File: src/rtl/mps_pkg.sv
package mps_pkg;
  typedef enum logic [1:0] {
    SUP_NOM = 2'd0,
    SUP_MIN = 2'd1,
    SUP_MAX = 2'd2
  } supply_e;

  typedef enum logic [1:0] {
    ERR_NONE   = 2'd0,
    ERR_BLANK  = 2'd1,
    ERR_NOPROG = 2'd2,
    ERR_CORNER = 2'd3
  } err_e;

  typedef enum logic [3:0] {
    ST_IDLE, ST_BLANK, ST_FIRE, ST_PULSE, ST_PVER,
    ST_MFIRE, ST_MPULSE, ST_CMIN, ST_CMAX, ST_FIN
  } st_e;
endpackage

File: src/rtl/mps_pulse_timer.sv
module mps_pulse_timer #(
  parameter int PULSE_CYC = 20000
) (
  input  logic clk_i,
  input  logic rst_ni,
  input  logic fire_i,
  output logic pulse_o,
  output logic last_o
);
  localparam int TW = $clog2(PULSE_CYC + 1);
  localparam logic [TW-1:0] LAST = TW'(PULSE_CYC - 1);

  logic          active_q;
  logic [TW-1:0] cnt_q;

  always_ff @(posedge clk_i or negedge rst_ni) begin
    if (!rst_ni) begin
      active_q <= 1'b0;
      cnt_q    <= '0;
    end else if (fire_i && !active_q) begin
      active_q <= 1'b1;
      cnt_q    <= '0;
    end else if (active_q) begin
      if (cnt_q == LAST) active_q <= 1'b0;
      else               cnt_q    <= cnt_q + 1'b1;
    end
  end

  assign pulse_o = active_q;
  assign last_o  = active_q && (cnt_q == LAST);


  pulse_len_chk: assert property (@(posedge clk_i) disable iff (!rst_ni)
    (pulse_o && !last_o) |=> pulse_o);
endmodule

File: src/rtl/mps_pulse_tally.sv
module mps_pulse_tally #(
  parameter int CW = 7
) (
  input  logic          clk_i,
  input  logic          rst_ni,
  input  logic          clr_i,
  input  logic          inc_i,
  input  logic          load_margin_i,
  input  logic          dec_i,
  output logic [CW-1:0] count_o,
  output logic          margin_last_o
);
  localparam int MW = CW + 2;

  logic [CW-1:0] cnt_q;
  logic [MW-1:0] margin_q;

  always_ff @(posedge clk_i or negedge rst_ni) begin
    if (!rst_ni) begin
      cnt_q    <= '0;
      margin_q <= '0;
    end else if (clr_i) begin
      cnt_q    <= '0;
      margin_q <= '0;
    end else begin
      if (inc_i) cnt_q <= cnt_q + 1'b1;
      if (load_margin_i)
        margin_q <= (MW'(cnt_q) << 1) + MW'(cnt_q);
      else if (dec_i && margin_q != '0)
        margin_q <= margin_q - 1'b1;
    end
  end

  assign count_o       = cnt_q;
  assign margin_last_o = (margin_q == MW'(1));


  margin_dec_chk: assert property (@(posedge clk_i) disable iff (!rst_ni)
    (dec_i && !clr_i && !load_margin_i && margin_q != '0) |=> (margin_q == $past(margin_q) - 1'b1));
endmodule

File: src/rtl/mps_ctrl.sv
module mps_ctrl
  import mps_pkg::*;
#(
  parameter int CW         = 7,
  parameter int USER_LIMIT = 25,
  parameter int CFG_LIMIT  = 100
) (
  input  logic          clk_i,
  input  logic          rst_ni,
  input  logic          start_i,
  input  logic          cfg_i,
  input  logic          last_i,
  input  logic [CW-1:0] count_i,
  input  logic          margin_last_i,
  input  logic          ack_i,
  input  logic          match_i,
  output logic          take_o,
  output logic          clr_o,
  output logic          fire_o,
  output logic          inc_o,
  output logic          load_margin_o,
  output logic          dec_o,
  output supply_e       supply_o,
  output logic          req_o,
  output logic          blank_o,
  output logic          busy_o,
  output logic          done_o,
  output err_e          err_o
);
  localparam logic [CW-1:0] USER_MAX = CW'(USER_LIMIT + 1);
  localparam logic [CW-1:0] CFG_MAX  = CW'(CFG_LIMIT);

  st_e  state_q, state_d;
  err_e err_q, err_d;
  logic cfg_q;
  logic at_budget;

  assign at_budget = cfg_q ? (count_i >= CFG_MAX) : (count_i >= USER_MAX);

  always_comb begin
    state_d       = state_q;
    err_d         = err_q;
    take_o        = 1'b0;
    clr_o         = 1'b0;
    fire_o        = 1'b0;
    inc_o         = 1'b0;
    load_margin_o = 1'b0;
    dec_o         = 1'b0;
    req_o         = 1'b0;
    blank_o       = 1'b0;
    supply_o      = SUP_NOM;
    unique case (state_q)
      ST_IDLE: if (start_i) begin
        take_o  = 1'b1;
        clr_o   = 1'b1;
        err_d   = ERR_NONE;
        state_d = ST_BLANK;
      end
      ST_BLANK: begin
        req_o    = 1'b1;
        blank_o  = 1'b1;
        supply_o = SUP_MIN;
        if (ack_i) begin
          if (match_i) state_d = ST_FIRE;
          else begin
            err_d   = ERR_BLANK;
            state_d = ST_FIN;
          end
        end
      end
      ST_FIRE: begin
        fire_o  = 1'b1;
        state_d = ST_PULSE;
      end
      ST_PULSE: if (last_i) begin
        inc_o   = 1'b1;
        state_d = ST_PVER;
      end
      ST_PVER: begin
        req_o = 1'b1;
        if (ack_i) begin
          if (match_i) begin
            if (cfg_q) state_d = ST_CMIN;
            else begin
              load_margin_o = 1'b1;
              state_d       = ST_MFIRE;
            end
          end else if (at_budget) begin
            err_d   = ERR_NOPROG;
            state_d = ST_FIN;
          end else begin
            state_d = ST_FIRE;
          end
        end
      end
      ST_MFIRE: begin
        fire_o  = 1'b1;
        state_d = ST_MPULSE;
      end
      ST_MPULSE: if (last_i) begin
        dec_o   = 1'b1;
        state_d = margin_last_i ? ST_CMIN : ST_MFIRE;
      end
      ST_CMIN: begin
        req_o    = 1'b1;
        supply_o = SUP_MIN;
        if (ack_i) begin
          if (match_i) state_d = ST_CMAX;
          else begin
            err_d   = ERR_CORNER;
            state_d = ST_FIN;
          end
        end
      end
      ST_CMAX: begin
        req_o    = 1'b1;
        supply_o = SUP_MAX;
        if (ack_i) begin
          if (!match_i) err_d = ERR_CORNER;
          state_d = ST_FIN;
        end
      end
      ST_FIN:  state_d = ST_IDLE;
      default: state_d = ST_IDLE;
    endcase
  end

  always_ff @(posedge clk_i or negedge rst_ni) begin
    if (!rst_ni) begin
      state_q <= ST_IDLE;
      err_q   <= ERR_NONE;
      cfg_q   <= 1'b0;
    end else begin
      state_q <= state_d;
      err_q   <= err_d;
      if (take_o) cfg_q <= cfg_i;
    end
  end

  assign busy_o = (state_q != ST_IDLE);
  assign done_o = (state_q == ST_FIN);
  assign err_o  = err_q;


  req_hold_chk: assert property (@(posedge clk_i) disable iff (!rst_ni)
    (req_o && !ack_i) |=> req_o);

  done_single_chk: assert property (@(posedge clk_i) disable iff (!rst_ni)
    done_o |=> (!done_o && !busy_o));

  err_hold_chk: assert property (@(posedge clk_i) disable iff (!rst_ni)
    (!busy_o && !start_i) |=> $stable(err_o));

  blank_first_chk: assert property (@(posedge clk_i) disable iff (!rst_ni)
    (!busy_o && start_i) |=> (blank_o && supply_o == SUP_MIN));
endmodule

File: src/rtl/margin_prog_seq.sv
module margin_prog_seq
  import mps_pkg::*;
#(
  parameter int ADDR_W     = 16,
  parameter int DATA_W     = 16,
  parameter int PULSE_CYC  = 20000,
  parameter int USER_LIMIT = 25,
  parameter int CFG_LIMIT  = 100
) (
  input  logic              clk_i,
  input  logic              rst_ni,
  input  logic              start_i,
  input  logic              cfg_loc_i,
  input  logic [ADDR_W-1:0] addr_i,
  input  logic [DATA_W-1:0] data_i,
  output logic [ADDR_W-1:0] addr_o,
  output logic [DATA_W-1:0] wdata_o,
  output logic [1:0]        supply_o,
  output logic              pulse_o,
  output logic              verify_req_o,
  output logic              blank_chk_o,
  input  logic              verify_ack_i,
  input  logic              verify_match_i,
  output logic              busy_o,
  output logic              done_o,
  output logic [1:0]        err_o
);
  localparam int MAXP = (USER_LIMIT + 1 > CFG_LIMIT) ? USER_LIMIT + 1 : CFG_LIMIT;
  localparam int CW   = $clog2(MAXP + 2);

  logic          take, clr, fire, inc, load_m, dec, last, m_last;
  logic [CW-1:0] count;
  supply_e       sup;
  err_e          err;
  logic [ADDR_W-1:0] addr_q;
  logic [DATA_W-1:0] data_q;

  always_ff @(posedge clk_i or negedge rst_ni) begin
    if (!rst_ni) begin
      addr_q <= '0;
      data_q <= '0;
    end else if (take) begin
      addr_q <= addr_i;
      data_q <= data_i;
    end
  end

  mps_ctrl #(.CW(CW), .USER_LIMIT(USER_LIMIT), .CFG_LIMIT(CFG_LIMIT)) u_ctrl (
    .clk_i, .rst_ni, .start_i, .cfg_i(cfg_loc_i), .last_i(last),
    .count_i(count), .margin_last_i(m_last), .ack_i(verify_ack_i),
    .match_i(verify_match_i), .take_o(take), .clr_o(clr), .fire_o(fire),
    .inc_o(inc), .load_margin_o(load_m), .dec_o(dec), .supply_o(sup),
    .req_o(verify_req_o), .blank_o(blank_chk_o), .busy_o, .done_o, .err_o(err)
  );

  mps_pulse_timer #(.PULSE_CYC(PULSE_CYC)) u_timer (
    .clk_i, .rst_ni, .fire_i(fire), .pulse_o, .last_o(last)
  );

  mps_pulse_tally #(.CW(CW)) u_tally (
    .clk_i, .rst_ni, .clr_i(clr), .inc_i(inc), .load_margin_i(load_m),
    .dec_i(dec), .count_o(count), .margin_last_o(m_last)
  );

  assign addr_o   = addr_q;
  assign wdata_o  = data_q;
  assign supply_o = sup;
  assign err_o    = err;


  pulse_nom_chk: assert property (@(posedge clk_i) disable iff (!rst_ni)
    pulse_o |-> (supply_o == SUP_NOM));

  pulse_req_excl_chk: assert property (@(posedge clk_i) disable iff (!rst_ni)
    !(pulse_o && verify_req_o));

  budget_chk: assert property (@(posedge clk_i) disable iff (!rst_ni)
    count <= CW'(MAXP));

  addr_hold_chk: assert property (@(posedge clk_i) disable iff (!rst_ni)
    busy_o |=> $stable(addr_o));
endmodule

File: config.mk
export PLATFORM = sky130hd
export DESIGN_NAME = margin_prog_seq
export DESIGN_NICKNAME = d
export VERILOG_FILES = /design/src/rtl/mps_pkg.sv /design/src/rtl/mps_pulse_timer.sv /design/src/rtl/mps_pulse_tally.sv /design/src/rtl/mps_ctrl.sv /design/src/rtl/margin_prog_seq.sv
export SDC_FILE = /design/constraint.sdc
export NUM_CORES = 1
export LEC_CHECK = 0
export BUFFER_PORTS_ARGS = -buffer_cell sky130_fd_sc_hd__buf_2
export CAP_MARGIN = 20
export CORE_ASPECT_RATIO = 1.25
export CORE_MARGIN = 3
export CORE_UTILIZATION = 40
export DETAILED_ROUTE_END_ITERATION = 10
export PLACE_DENSITY_LB_ADDON = 0.08
export SYNTH_ARGS = -nofsm -noshare
export SYNTH_HDL_FRONTEND = slang
export SYNTH_HIERARCHICAL = 1
export SYNTH_SLANG_ARGS = --single-unit
File: constraint.sdc
create_clock -name clk_i -period 3 [get_ports clk_i]
set_clock_uncertainty 0.15 [all_clocks]
set_input_delay 0.75 -clock clk_i [delete_from_list [all_inputs] [get_ports clk_i]]
set_output_delay 0.75 -clock clk_i [all_outputs]
set_load 0.01 [all_outputs]
==> impl_metrics.py <==
metrics = {
    "die": {
        "die_w_um": 96.9,
        "core_area_sq_um": 9860,
        "rows": 40,
        "design.die.area_sq_um": 11600,
        "io_pins": 79,
        "start_util_pct": 41.9,
        "die_h_um": 120,
    },
    "finish": {
        "antennaDiodeCount": 0,
        "fill_cells": 927,
        "fin_nets": 503,
        "area_delta_synth_final_pct": 22.3,
        "drive_above_1_share_pct": 39.7,
    },
    "clock_network": {
        "postCtsHoldBufs": 0,
        "cts_tree": "yes",
        "clock_sinks": 71,
        "path_clk_slew_ns": 0.06,
        "clk-insertion-delay-late_ns": 0.33,
        "clock_path_buffers": 2,
        "cts_buffers": 9,
        "cts_max_level": 3,
        "cts_resized": 0,
        "clock-root-buffer": "clkbuf_16",
    },
    "pwr": {
        "leakage_nw": 2.44,
        "total_power_mw": 4.76,
        "internal_power_mw": 3.06,
        "switching_share_pct": 35.8,
        "p_sw_mw": 1.70,
        "p_clk_share_pct": 22.0,
        "ir_drop_mv": 0.415,
        "seqPwrFrac_pct": 33.0,
        "p_comb_share_pct": 44.9,
        "p_per_area_nw_per_um2": 943,
    },
    "synthesis": {
        "synth-xor-area-share_pct": 4.21,
        "synth_fa_ha_area_share_pct": 4.06,
        "ys_top_cells_by_area": "dfrtp_1 43%, mux2_4 11%, ha_1 3.3%",
        "ys_ff_latch": 71,
        "synth.most_common_cell": "dfrtp_1",
        "synth_flop_cell": "dfrtp_1",
        "synth_top_family_by_area": "simple AND/OR/NAND/NOR gates",
        "syn_inst": 355,
        "synth_nets": 405,
        "syn_avg_cell_area_sq_um": 11.6,
        "yosys_warnings": 6,
        "synth_commonest_cells": "71 x dfrtp_1, 31 x mux2_4, 27 x nor2_1",
        "yosys.area.top_type": "dfrtp_1",
        "synth.area.mux_share_pct": 14.7,
        "seq_area_frac_synth_pct": 43.0,
        "synth.top_cell.area_share_pct": 43.0,
        "synth-edff-count": 0,
        "synth_compound_gate_area_share_pct": 13.4,
        "syn_area_sq_um": 4130,
        "yosys.area_share.simple_pct": 15.6,
        "ys_types": 72,
        "async_flop_share_pct": 100,
    },
    "global_routing": {
        "grt_use_total_pct": 16.4,
        "antenna_found_initial": 0,
        "grt_overflow_total": 0,
        "grt_max_degree": 72,
        "grt_pass1_vias": 3143,
        "grt_pass1_wl_mm": 15.5,
    },
    "timing": {
        "holdWs_ns": 0.289,
        "finalHoldViolations": 0,
        "finalCritPeriodShare_pct": 95.8,
        "setup_viol": 0,
        "period_needed_ns": 2.87,
        "rsz0062_at_grt": "false",
        "worst_pin_slew_ns": 0.718,
        "fmax_mhz": 348,
        "slew_headroom_pct": 52.1,
        "report.final.slew_viol_count": 0,
    },
    "place": {
        "io_buffers": 78,
        "gp_congestion": 0.830,
        "dp_hpwl_mm": 6.52,
    },
    "hold_path": {
        "hold_class": "input pin to asynchronous set/reset pin",
    },
    "worst_setup_path": {
        "cp_data_arrival_time_ns": 2.96,
        "critPathCaptureType": "flip-flop",
        "r2r_setup_slack_ns": 0.13,
        "worstRegToRegCells": 9,
        "start_kind": "flip-flop",
        "path_max_fanout": 2,
        "worstReg2RegEnd": "u_tally/margin_q[5]$_DFFE_PN0P_",
        "crit_type": "flip-flop to flip-flop",
        "r2r-start": "u_timer/cnt_q[7]$_DFFE_PN0P_",
        "crit_required_ns": 3.08,
    },
    "routing": {
        "drt_iter0_drc": 112,
        "viasPerCell": 5.14,
        "routed_wl_mm": 9.02,
        "drt-wirelength-per-cell_um": 15.4,
        "drc": 0,
        "vias": 3003,
        "firstDrtPassIters": 4,
        "ant_nets": 0,
    },
    "run_status": {
        "status": "finished, final reports clean",
    },
    "job": {
        "maxCapViolCount": 0,
    },
}
==> state kept, by name, summed over array words and instances, names as in the netlist, 2 cells and up <==
signal	cells
u_tally/margin_q	9
addr_o	16
u_timer/cnt_q	15
wdata_o	16
u_ctrl/state_q	4
u_tally/count_o	7
u_ctrl/err_o	2
==> through the flow <==
step / instances / worst slack (ns) / instance area, sq um / TNS [ns] / util [%]
floorplan: 355 / -0.0160 / 4150 / -0.0160 / -
global placement: 566 / 0.0499 / 4750 / 0 / 48.1
finish: 584 / 0.126 / 5050 / 0 / 51.2
detailed placement: 566 / -0.0188 / 4750 / -0.0188 / 48.1
global route: 584 / 0.00102 / 5050 / 0 / 51.2
CTS: 583 / 0.0642 / 5040 / 0 / 51.2
==> how the worst max path moves through the flow <==
stage                                        from                         endpoint  cells past startpoint
floorplan           u_timer/cnt_q[13]$_DFFE_PN0P_  u_tally/margin_q[5]$_DFFE_PN0P_                      9
global placement    u_timer/cnt_q[13]$_DFFE_PN0P_  u_tally/margin_q[5]$_DFFE_PN0P_                      9
detailed placement  u_timer/cnt_q[13]$_DFFE_PN0P_  u_tally/margin_q[5]$_DFFE_PN0P_                      9
CTS                  u_timer/cnt_q[5]$_DFFE_PN0P_  u_tally/margin_q[5]$_DFFE_PN0P_                      9
global route         u_timer/cnt_q[7]$_DFFE_PN0P_  u_tally/margin_q[5]$_DFFE_PN0P_                      9
finish               u_timer/cnt_q[7]$_DFFE_PN0P_  u_tally/margin_q[5]$_DFFE_PN0P_                      9
==> layout by cell type, fill, tap and decap left out, types with 9 or more instances in the layout <==
cell type,Yosys,routed
a21oi_1,14,14
mux2_4,31,31
nand3_1,11,11
buf_4,1,23
nand2_1,25,25
xnor2_1,11,11
buf_2,4,78
ha_1,11,11
dfrtp_1,71,71
mux2i_1,11,11
clkbuf_16,0,9
nor2_1,27,27
inv_1,12,12
==> critical path: stages, from the launching register on <==
cell      delay, ns
dfrtp_1        0.37
or4b_4         0.56
nor4_4         0.32
and2_4         0.19
nand2_1        0.07
nor3_4         0.13
nor4b_4        0.25
o41ai_2        0.12
or4_1          0.40
a311oi_1       0.21
==> cell families (layout without fill, tap and decap cells) <==
kind of cell / Yosys count / count (layout)
compound gates: 66 / 66
mux: 45 / 45
flops: 71 / 71
xor+xnor: 19 / 19
simple gates: 112 / 112
buf+inv: 29 / 132
fa+ha+maj: 13 / 13
==> final cells by class <==
class,count,area (sq um),share of cell area [%]
clock buffers,11,233,4.61
clock inverters,5,58.8,1.16
multi-input cells,255,2170,43.0
flip-flops and latches,71,1780,35.2
repair buffers,103,603,11.9
well taps,126,158,3.12
inverters,13,48.8,0.966
==> what timing repair did <==
item | 4_1_cts | 5_1_grt
pin swaps | 1 | 4
setup buffers | 1 | 1
endpoints found under the setup margin | 1 | 1
==> metal layers <==
metal | part of all wire (%) | global-route usage (%) | up-vias
met3 | 3.6 | 3.84 | 10
met2 | 50 | 27.3 | 52
met4 | 1.6 | 6.58 | 0
li1 | - | - | 1483
met5 | 0 | 0 | -
met1 | 44 | 20.7 | 1458
==> power by group through the flow <==
stage / combinational [mW] / clock (mW) / sequential [mW]
floorplan: 1.51 / 0 / 1.65
global placement: 2.14 / 0 / 1.58
detailed placement: 2.16 / 0 / 1.58
CTS: 2.17 / 1.09 / 1.58
global route: 2.33 / 1.12 / 1.63
finish: 2.14 / 1.05 / 1.57
Note: power is estimated with default switching activity, not from simulation.
